===== src/rtl/tone_pkg.sv =====
package tone_pkg;
    localparam int SEQ_LEN = 8;
    localparam int PHASE_W = $clog2(SEQ_LEN);

    typedef enum logic {
        ST_WAIT_SYNC = 1'b0,
        ST_RUN       = 1'b1
    } sync_state_t;

    function automatic logic [7:0] tone_byte(input logic [PHASE_W-1:0] ph);
        logic [7:0] v;
        unique case (ph)
            3'd0:    v = 8'h1E;
            3'd1:    v = 8'h0B;
            3'd2:    v = 8'h0B;
            3'd3:    v = 8'h1E;
            3'd4:    v = 8'h9E;
            3'd5:    v = 8'h8B;
            3'd6:    v = 8'h8B;
            default: v = 8'h9E;
        endcase
        return v;
    endfunction
endpackage


===== src/rtl/tone_phase_fsm.sv =====
module tone_phase_fsm
    import tone_pkg::*;
(
    input  logic               clk,
    input  logic               rst,
    input  logic               frame_go,
    output logic [PHASE_W-1:0] phase,
    output logic               synced
);
    sync_state_t        state_q, state_d;
    logic [PHASE_W-1:0] idx_q;

    // State register
    always_ff @(posedge clk) begin
        if (rst) begin
            state_q <= ST_WAIT_SYNC;
            idx_q   <= '0;
        end else begin
            state_q <= state_d;
            if (frame_go) idx_q <= phase;
        end
    end

    // Next state and outputs
    always_comb begin
        state_d = state_q;
        phase   = idx_q;
        unique case (state_q)
            ST_WAIT_SYNC: begin
                if (frame_go) begin        // T_SYNC
                    state_d = ST_RUN;
                    phase   = '0;
                end
            end
            ST_RUN: begin
                if (frame_go) begin        // T_STEP
                    phase = idx_q + 1'b1;
                end
            end
            default: state_d = ST_WAIT_SYNC;
        endcase
    end

    assign synced = (state_q == ST_RUN);

    p_phase_step_r6: assert property (@(posedge clk) disable iff (rst)
        (frame_go && state_q == ST_RUN) |=> (idx_q == $past(idx_q) + 1'b1));

    p_phase_hold_r8: assert property (@(posedge clk) disable iff (rst)
        !frame_go |=> $stable(idx_q));

    p_first_phase_r6: assert property (@(posedge clk) disable iff (rst)
        (frame_go && state_q == ST_WAIT_SYNC) |=> (idx_q == '0 && state_q == ST_RUN));
endmodule


===== src/rtl/tone_mask_regs.sv =====
module tone_mask_regs #(
    parameter int NCH = 24,
    parameter int AW  = 2
) (
    input  logic          clk,
    input  logic          rst,
    input  logic          wr_en,
    input  logic [AW-1:0] wr_addr,
    input  logic [7:0]    wr_data,
    input  logic          load,
    output logic [NCH-1:0] eff_mask
);
    localparam int NREG = (NCH + 7) / 8;
    localparam int PADW = NREG * 8;

    logic [7:0]      shadow_q [NREG];
    logic [PADW-1:0] shadow_flat;
    logic [NCH-1:0]  active_q;

    always_ff @(posedge clk) begin
        if (rst) begin
            for (int i = 0; i < NREG; i++) shadow_q[i] <= '0;
        end else if (wr_en) begin
            for (int i = 0; i < NREG; i++)
                if (wr_addr == AW'(i)) shadow_q[i] <= wr_data;
        end
    end

    for (genvar g = 0; g < NREG; g++) begin : g_flat
        assign shadow_flat[g*8 +: 8] = shadow_q[g];
    end

    always_ff @(posedge clk) begin
        if (rst)       active_q <= '0;
        else if (load) active_q <= shadow_flat[NCH-1:0];
    end

    // On a frame-start byte the freshly loaded pending mask governs that frame.
    assign eff_mask = load ? shadow_flat[NCH-1:0] : active_q;

    p_mask_hold_r5: assert property (@(posedge clk) disable iff (rst)
        !load |=> $stable(active_q));

    p_addr_ignore_r4: assert property (@(posedge clk) disable iff (rst)
        (wr_en && wr_addr >= AW'(NREG)) |=> $stable(shadow_flat));
endmodule


===== src/rtl/chan_tone_inserter.sv =====
module chan_tone_inserter
    import tone_pkg::*;
#(
    parameter  int NCH  = 24,
    localparam int CW   = $clog2(NCH),
    localparam int NREG = (NCH + 7) / 8,
    localparam int AW   = $clog2(NREG + 1)
) (
    input  logic          clk,
    input  logic          rst,
    input  logic          in_valid,
    input  logic          in_fstart,
    input  logic [CW-1:0] in_chan,
    input  logic [7:0]    in_data,
    input  logic          reg_wr,
    input  logic [AW-1:0] reg_addr,
    input  logic [7:0]    reg_wdata,
    output logic          out_valid,
    output logic [CW-1:0] out_chan,
    output logic [7:0]    out_data
);
    logic               frame_go;
    logic [PHASE_W-1:0] phase;
    logic               synced;
    logic [NCH-1:0]     eff_mask;
    logic               sel_bit;
    logic               hit;

    assign frame_go = in_valid && in_fstart;

    tone_phase_fsm u_phase (
        .clk      (clk),
        .rst      (rst),
        .frame_go (frame_go),
        .phase    (phase),
        .synced   (synced)
    );

    tone_mask_regs #(.NCH(NCH), .AW(AW)) u_mask (
        .clk      (clk),
        .rst      (rst),
        .wr_en    (reg_wr),
        .wr_addr  (reg_addr),
        .wr_data  (reg_wdata),
        .load     (frame_go),
        .eff_mask (eff_mask)
    );

    always_comb begin
        sel_bit = 1'b0;
        for (int i = 0; i < NCH; i++)
            if (in_chan == CW'(i)) sel_bit = eff_mask[i];
    end

    assign hit = in_valid && sel_bit;

    always_ff @(posedge clk) begin
        if (rst) begin
            out_valid <= 1'b0;
            out_chan  <= '0;
            out_data  <= '0;
        end else begin
            out_valid <= in_valid;
            out_chan  <= in_chan;
            out_data  <= hit ? tone_byte(phase) : in_data;
        end
    end

    p_valid_lat_r2: assert property (@(posedge clk) disable iff (rst)
        in_valid |=> (out_valid && out_chan == $past(in_chan)));

    p_pass_r2: assert property (@(posedge clk) disable iff (rst)
        (in_valid && !hit) |=> (out_data == $past(in_data)));

    p_nosync_r7: assert property (@(posedge clk) disable iff (rst)
        (!synced && !frame_go) |=> (out_data == $past(in_data)));

    p_range_r8: assert property (@(posedge clk) disable iff (rst)
        (in_valid && int'(in_chan) >= NCH) |=> (out_data == $past(in_data)));
endmodule


===== config.mk =====
export PLATFORM = sky130hd
export DESIGN_NAME = chan_tone_inserter
export DESIGN_NICKNAME = d
export VERILOG_FILES = /design/src/rtl/tone_pkg.sv /design/src/rtl/tone_phase_fsm.sv /design/src/rtl/tone_mask_regs.sv /design/src/rtl/chan_tone_inserter.sv
export SDC_FILE = /design/constraint.sdc
export NUM_CORES = 1
export LEC_CHECK = 0
export BUFFER_PORTS_ARGS = -buffer_cell sky130_fd_sc_hd__buf_4
export CAP_MARGIN = 25
export CORE_MARGIN = 2
export CORE_UTILIZATION = 50
export CTS_BUF_LIST = sky130_fd_sc_hd__clkbuf_4 sky130_fd_sc_hd__clkbuf_8
export CTS_CLUSTER_DIAMETER = 200
export DETAILED_ROUTE_END_ITERATION = 8
export HOLD_SLACK_MARGIN = 0.03
export PLACE_DENSITY = 0.71
export SYNTH_ARGS = -nofsm -noshare
export SYNTH_HDL_FRONTEND = slang
export SYNTH_SLANG_ARGS = --single-unit

===== constraint.sdc =====
create_clock -name clk -period 4.1 [get_ports clk]
set_input_delay 0.205 -clock clk [delete_from_list [all_inputs] [get_ports clk]]
set_output_delay 0.205 -clock clk [all_outputs]
set_load 0.01 [all_outputs]

==> impl_results.md, run 1 <==
- Hpwl dp: roughly 4400 um
- Root buffer cell: clkbuf_8
- Maximum root-to-sink buffer count: 2
- Worst clock skew: roughly 0.013 ns
- Synth warn: 0
- Top post-synthesis cells by area: dfxtp_1 (30%), edfxtp_1 (26%), mux2i_1 (5.0%)
- CP endpoint kind: flip-flop
- Post-DR wirelength/cell: ~16 um
- Fin nets: around 340
- Flops & latches, synth: 66
- Vias: around 2100
- Resized Gates After CTS: 0
- Clk slew on worst S/H paths: about 0.07 ns
- H-tree levels: 3
- CTS Hold Bufs: 0
- Setup Crit Path Kind: input port to flip-flop
- Pleak: between 0.001 and 0.0015 uW
- Combinational share of power: 0.099
- Gr usage total: 0.215
- DIE HEIGHT: between 70 and 80 um
- Clk_lat worst skew: about 0.36 ns
- Hold Startpoint: in_data[3]
- Crit path largest cell delay: about 0.5 ns
- Most instantiated library cell after synthesis: dfxtp_1
- Hold endpoint: out_data[3]
- Core Area: 5470 um2
- Clock power frac: 0.428
- PD cells: around 460 nW/um2
- R2R setup slack: between 1.5 and 2 ns
- Post-CTS Setup Bufs: 0
- Syn avg cell area: 10.6 um2
- Global placement routability congestion: between 0.9 and 1
- Largest net degree at the start of global routing: 35
- Row count: 27
- Fmax: 408 MHz
- Worst slew pin tran: 0.812 ns
- Max-cap violations: 0
- Hold Fails Final Rpt: 0
- Port Buf Inserts: 41
- # IOs: 42
- Antenna viol nets, final: 0
- Post-Synthesis Cells: ~270
- R2R Path End: out_data[4]
- Max-slew violation total from the final report: 0
- Routed wl met3: just over 400 um
- Die extent in x: ~79 um
- Antenna violations before repair: 0
- Outcome: complete, no violations
- Post-synth top area cell: dfxtp_1
- Startpoint Class: input port
- Setup tns final: 0 ns
- Tmin final: roughly 2.5 ns
- Area grow syn2layout: 21.0%
- Drt drc: 0
- Worst-path cell chain: buf_4 > and2_4 > inv_4 > mux2_2 > o311ai_0 > or3_1 > a31oi_1 > o311a_1 > mux2_4
- Finished Cell Area: roughly 3400 um2
- Hold-critical path depth: 2
- Mapped Nets: ~300
- Critical path required time: 4.34 ns
- Final wirelength: roughly 6000 um
- Post-synth EDFFs: 24
- Fraction of layout cells with a size suffix above 1: 0.219
- Crit-path slowest cell: o311a_1
- Top metal layer carrying routed signals: met4
- Main synth FF type: dfxtp_1
- Core Util, Final: 0.623
- Starting Density: 0.515
- R2R Path Start: u_mask.shadow_q[0][19]
- Cell internal pwr: 1220 uW
- Worst-path maximum fanout: 27
- Synth top area share: 0.298
- Placed Instance Area: roughly 3200 um2
- Register share of total power: 0.472
- Net switching power: 345 uW
- Inserted Clock Buffers: 9
- CTS tree: done
- Total grt overflow: 0
- Die area: ~6300 um2
- Worst VDD drop: between 0.3 and 0.4 mV
- DR iter-0 viols: ~130
- CTS sink cnt: 66
- First drt pass iteration count: 4
- WL met1: ~2700 um
- Post-synth top cells: dfxtp_1 (42), nand2_1 (25), edfxtp_1 (24), nor2_1 (23), a21oi_1 (17)
- Crit path arrival time: 2.69 ns
- Final setup viols: 0
- WL met2: a little under 3000 um
- Post-synth ARST share: 0
- Switching Fraction: 0.220
- Hold_ws: roughly 0.06 ns
- First-pass GRT wire length: 9850 um
- Syn Std Cell Area: 2820 um2
- Worst Hold Class: input port to flip-flop
- Max-slew headroom: 0.455
- Antenna diodes: 0
- Vias in the first global route: 1980
- Vias per inst: about 5.4
- Final period util: 0.598
- RSZ-0062 raised after global routing: false
- Synth unique cells: between 50 and 60
- Post-synthesis sequential area ratio: 0.554
- Reg2Reg Depth: 7
metal layers:
layer  GRT usage  up-vias
li1            -     1048
met1       0.265      950
met2       0.346       68
met3      0.0670        9
met4      0.0948        0
met5           0        -
cells in the final DEF, fill, tap and decap left out, types with 5 or more instances in the layout:
cell type / instances
buf_4: 42
dfxtp_1: 42
nand2_1: 25
edfxtp_1: 24
nor2_1: 23
a21oi_1: 17
mux2i_1: 14
and2_1: 12
nor2b_1: 11
clkbuf_8: 10
o21ai_0: 9
o21a_1: 8
and3_1: 5
a21boi_0: 5
through the flow:
stage | instances | total power [uW] | setup slack [ns]
global placement | 366 | 906 | 1.28
finish | 383 | 1570 | 1.65
detailed placement | 367 | 910 | 1.27
floorplan | 267 | 844 | 1.85
CTS | 383 | 1580 | 1.63
global route | 383 | 1620 | 1.50
cell families (layout without fill, tap and decap cells):
group | Yosys count | count (layout) | synth area share
adders and majority gates | 2 | 2 | 0.00888
and+or+nand+nor | 97 | 97 | 0.176
buffers and inverters | 20 | 64 | 0.0306
DFF | 66 | 66 | 0.554
xor gates and xnor gates | 1 | 1 | 0.00311
muxes | 19 | 19 | 0.0763
AOI/OAI and AO/OA | 62 | 62 | 0.151
critical path: cells and delay by family:
kind	cells	cell delay, ns
mux	2	0.72
buf+inv	2	0.45
compound gates	3	0.92
simple gates	2	0.39
power groups by stage:
stage	Combinational (uW)	Sequential, uW	Clock [uW]
6_report	155	739	671
5_1_grt	171	743	709
4_1_cts	157	739	682
3_5_place_dp	156	754	0
3_3_place_gp	153	753	0
2_1_floorplan	92.8	751	0
state kept, by name, indices dropped and copies added, names as in the netlist:
name,flops
u_mask.active_q,24
u_phase.idx_q,3
out_data,8
u_phase.synced,1
out_chan,5
out_valid,1
u_mask.shadow_q,24
area by class of cell:
cell class,instances,area (um2)
Clock buffer,11,145
Clock inverter,5,103
Fill cell,481,2060
Inverter,5,21.3
Multi-Input combinational cell,181,1170
Sequential cell,66,1560
Tap cell,72,90.1
Timing Repair Buffer,43,320
worst max-delay path by stage:
stage	slack [ns]	start	cells past startpoint	end
6_report	1.65	in_valid	9	out_data[4]
2_1_floorplan	1.85	in_valid	11	out_data[2]
3_5_place_dp	1.27	in_valid	9	out_data[2]
4_1_cts	1.63	in_valid	9	out_data[4]
3_3_place_gp	1.28	in_valid	9	out_data[2]
5_1_grt	1.50	in_valid	9	out_data[4]
(Power assumes the default switching activity.)
==> run 2: changes to the inputs <==
--- a/config.mk
+++ b/config.mk
@@ -13,7 +13,7 @@
 export CTS_CLUSTER_DIAMETER = 200
 export DETAILED_ROUTE_END_ITERATION = 8
 export HOLD_SLACK_MARGIN = 0.03
-export PLACE_DENSITY = 0.71
+export PLACE_DENSITY = 0.74
 export SYNTH_ARGS = -nofsm -noshare
 export SYNTH_HDL_FRONTEND = slang
 export SYNTH_SLANG_ARGS = --single-unit
==> constraint.sdc (replaced) <==
create_clock -name clk -period 2.1 [get_ports clk]
set_input_delay 0.105 -clock clk [delete_from_list [all_inputs] [get_ports clk]]
set_output_delay 0.105 -clock clk [all_outputs]
set_load 0.01 [all_outputs]
==> run 2 against run 1 <==
The flow now finishes with violations (setup timing); non-clock buffer count grew 50; core utilization is 7.4 points higher; clock power increased by 58%; final area is 12% higher; sequential cell count unchanged; sequential power rose by 95%; sequential share of layout area shrank 4.9 points; register-to-register slack lost 1.9 ns; total power is 86% higher; routed wire length grew 11%; highest routed layer unchanged.
==> impl_results.md, run 2 (synthesis gave the netlist of run 1 again) <==
- Outcome: finished, violations left
- Failing checks: setup timing
- Worst-path maximum fanout: 5
- Core Area: 5470 um2
- Clk_lat worst skew: between 0.3 and 0.4 ns
- Inserted Clock Buffers: 9
- Max-slew headroom: 0.486
- Commonest cells after routing, fill and taps aside: buf_4 (87), dfxtp_1 (42), nand2_1 (25), edfxtp_1 (24), nor2_1 (23)
- Hold-critical path depth: 2
- Port Buf Inserts: 41
- Setup WS post-layout: -0.0604 ns
- Total grt overflow: 0
- Tmin final: approximately 2.2 ns
- Hpwl dp: between 5000 and 6000 um
- Hold Fails Final Rpt: 0
- Starting Density: 0.515
- H-tree levels: 3
- Biggest regs: u_mask.active_q (24), u_mask.shadow_q (24), out_data (8)
- Post-DR wirelength/cell: about 16 um
- Post-route insts no fill: between 400 and 500
- Antenna viol nets, final: 0
- First drt pass iteration count: 4
- R2R Path End: out_data[2]
- Gr usage total: 0.237
- Power Total: roughly 2900 uW
- First-pass GRT wire length: 11100 um
- # IOs: 42
- DIE HEIGHT: about 80 um
- Vias: about 2300
- Antenna violations before repair: 0
- Hold Startpoint: rst
- Final period util: 1.03
- Fin nets: between 300 and 400
- Die extent in x: slightly below 80 um
- Worst slew pin tran: 0.765 ns
- Most common cell after layout, fill and taps aside: buf_4
- Drt drc: 0
- CP endpoint kind: flip-flop
- Largest net degree at the start of global routing: 24
- Placed Instance Area: between 3000 and 4000 um2
- R2R Path Start: u_mask.shadow_q[0][14]
- Startpoint Class: flip-flop
- Worst VDD drop: between 0.5 and 0.6 mV
- Root buffer cell: clkbuf_8
- Max-cap violations: 0
- Final setup viols: 7
- Dpl cells: 409
- Finished Cell Area: 3820 um2
- RSZ-0062 raised after global routing: true
- Row count: 27
- Worst clock skew: 0.00960 ns
- Maximum root-to-sink buffer count: 2
- Crit path arrival time: about 2.4 ns
- Antenna diodes: 0
- Fraction of layout cells with a size suffix above 1: 0.338
- Area grow syn2layout: 35.4%
- Reg2Reg Depth: 6
- Final wirelength: approximately 6900 um
- Pleak: between 0.0015 and 0.002 uW
- Hold endpoint: out_valid
- Global placement routability congestion: slightly below 0.9
- CTS sink cnt: 66
- Vias per inst: around 5.4
- CTS tree: done
- Vias in the first global route: between 2000 and 2500
- R2R setup slack: -0.06 ns
- Clk slew on worst S/H paths: approximately 0.07 ns
- Critical path required time: ~2.3 ns
- Die area: 6250 um2
- Fmax: 463 MHz
- Setup Crit Path Kind: flip-flop to flip-flop
- Worst Hold Class: input port to flip-flop
- PD cells: 763 nW/um2
- Core Util, Final: 0.698
- DR iter-0 viols: approximately 140
- Max-slew violation total from the final report: 0
## run 2: cell types whose count changed in the layout (fill, tap and decap cells not counted), moves of 2 or more
cell / before / now
buf_4: 42 / 87
dlygate4sd3_1: 0 / 5
inv_6: 0 / 3
bufinv_16: 3 / 1
nor3b_1: 4 / 2
nor3b_2: 0 / 2
o21ai_0: 9 / 7
o21ai_1: 0 / 2
## run 2: layout make-up
cell class                 instances  area, um2
timing repair buffer              93        714
multi-input combinational        181       1230
fill                             435       1660
tap                               72       90.1
sequential                        66       1560
inverter                           5       23.8
clock buffer                       9        124
clock inverter                     7       77.6
## run 2: worst max-delay path by stage
| stage | startpoint | endpoint | depth (start not counted) |
|---|---|---|---|
| floorplan | in_valid | out_data[2] | 9 |
| global placement | in_valid | out_data[3] | 11 |
| detailed placement | in_valid | out_data[2] | 10 |
| CTS | u_mask.shadow_q[0][12] | out_data[2] | 6 |
| global route | u_mask.shadow_q[0][12] | out_data[4] | 6 |
| finish | u_mask.shadow_q[0][14] | out_data[2] | 6 |
## run 2: power breakdown
part / total (uW) / switching (uW) / internal (uW)
logic: 406 / 193 / 213
registers: 1440 / 32.3 / 1410
clock network: 1060 / 504 / 557
total: 2910 / 730 / 2180
## run 2: critical path, stage by stage (launching register included)
cell and delay, ns:
edfxtp_1 0.41, mux4_2 0.48, a221oi_2 0.23, or3_4 0.17
a31oi_4 0.03, o311a_4 0.42, mux2_4 0.30
## run 2: metal layers
metal,vias to the layer above,part of all wire,wire [um],GRT usage
met2,81,0.49,3360,0.408
met1,1077,0.44,3040,0.298
met5,-,0,0,0
met3,15,0.049,336,0.0386
li1,1148,-,-,-
met4,0,0.019,133,0.0948
## run 2: repair_timing
action	CTS	global route
resized for setup	4	10
endpoints found under the setup margin	8	8
buffers inserted	2	1
endpoints found under the hold margin	4	1
hold buffers	4	1
pin swaps	3	2
## run 2: per-stage QoR
step	hold slack (ns)	worst slack [ns]	TNS (ns)
5_1_grt	0.0462	-0.136	-0.916
3_3_place_gp	0.317	-0.190	-1.33
3_5_place_dp	0.320	-0.217	-1.52
2_1_floorplan	0.181	0.00894	0
6_report	0.0510	-0.0604	-0.268
4_1_cts	0.0322	-0.0695	-0.422
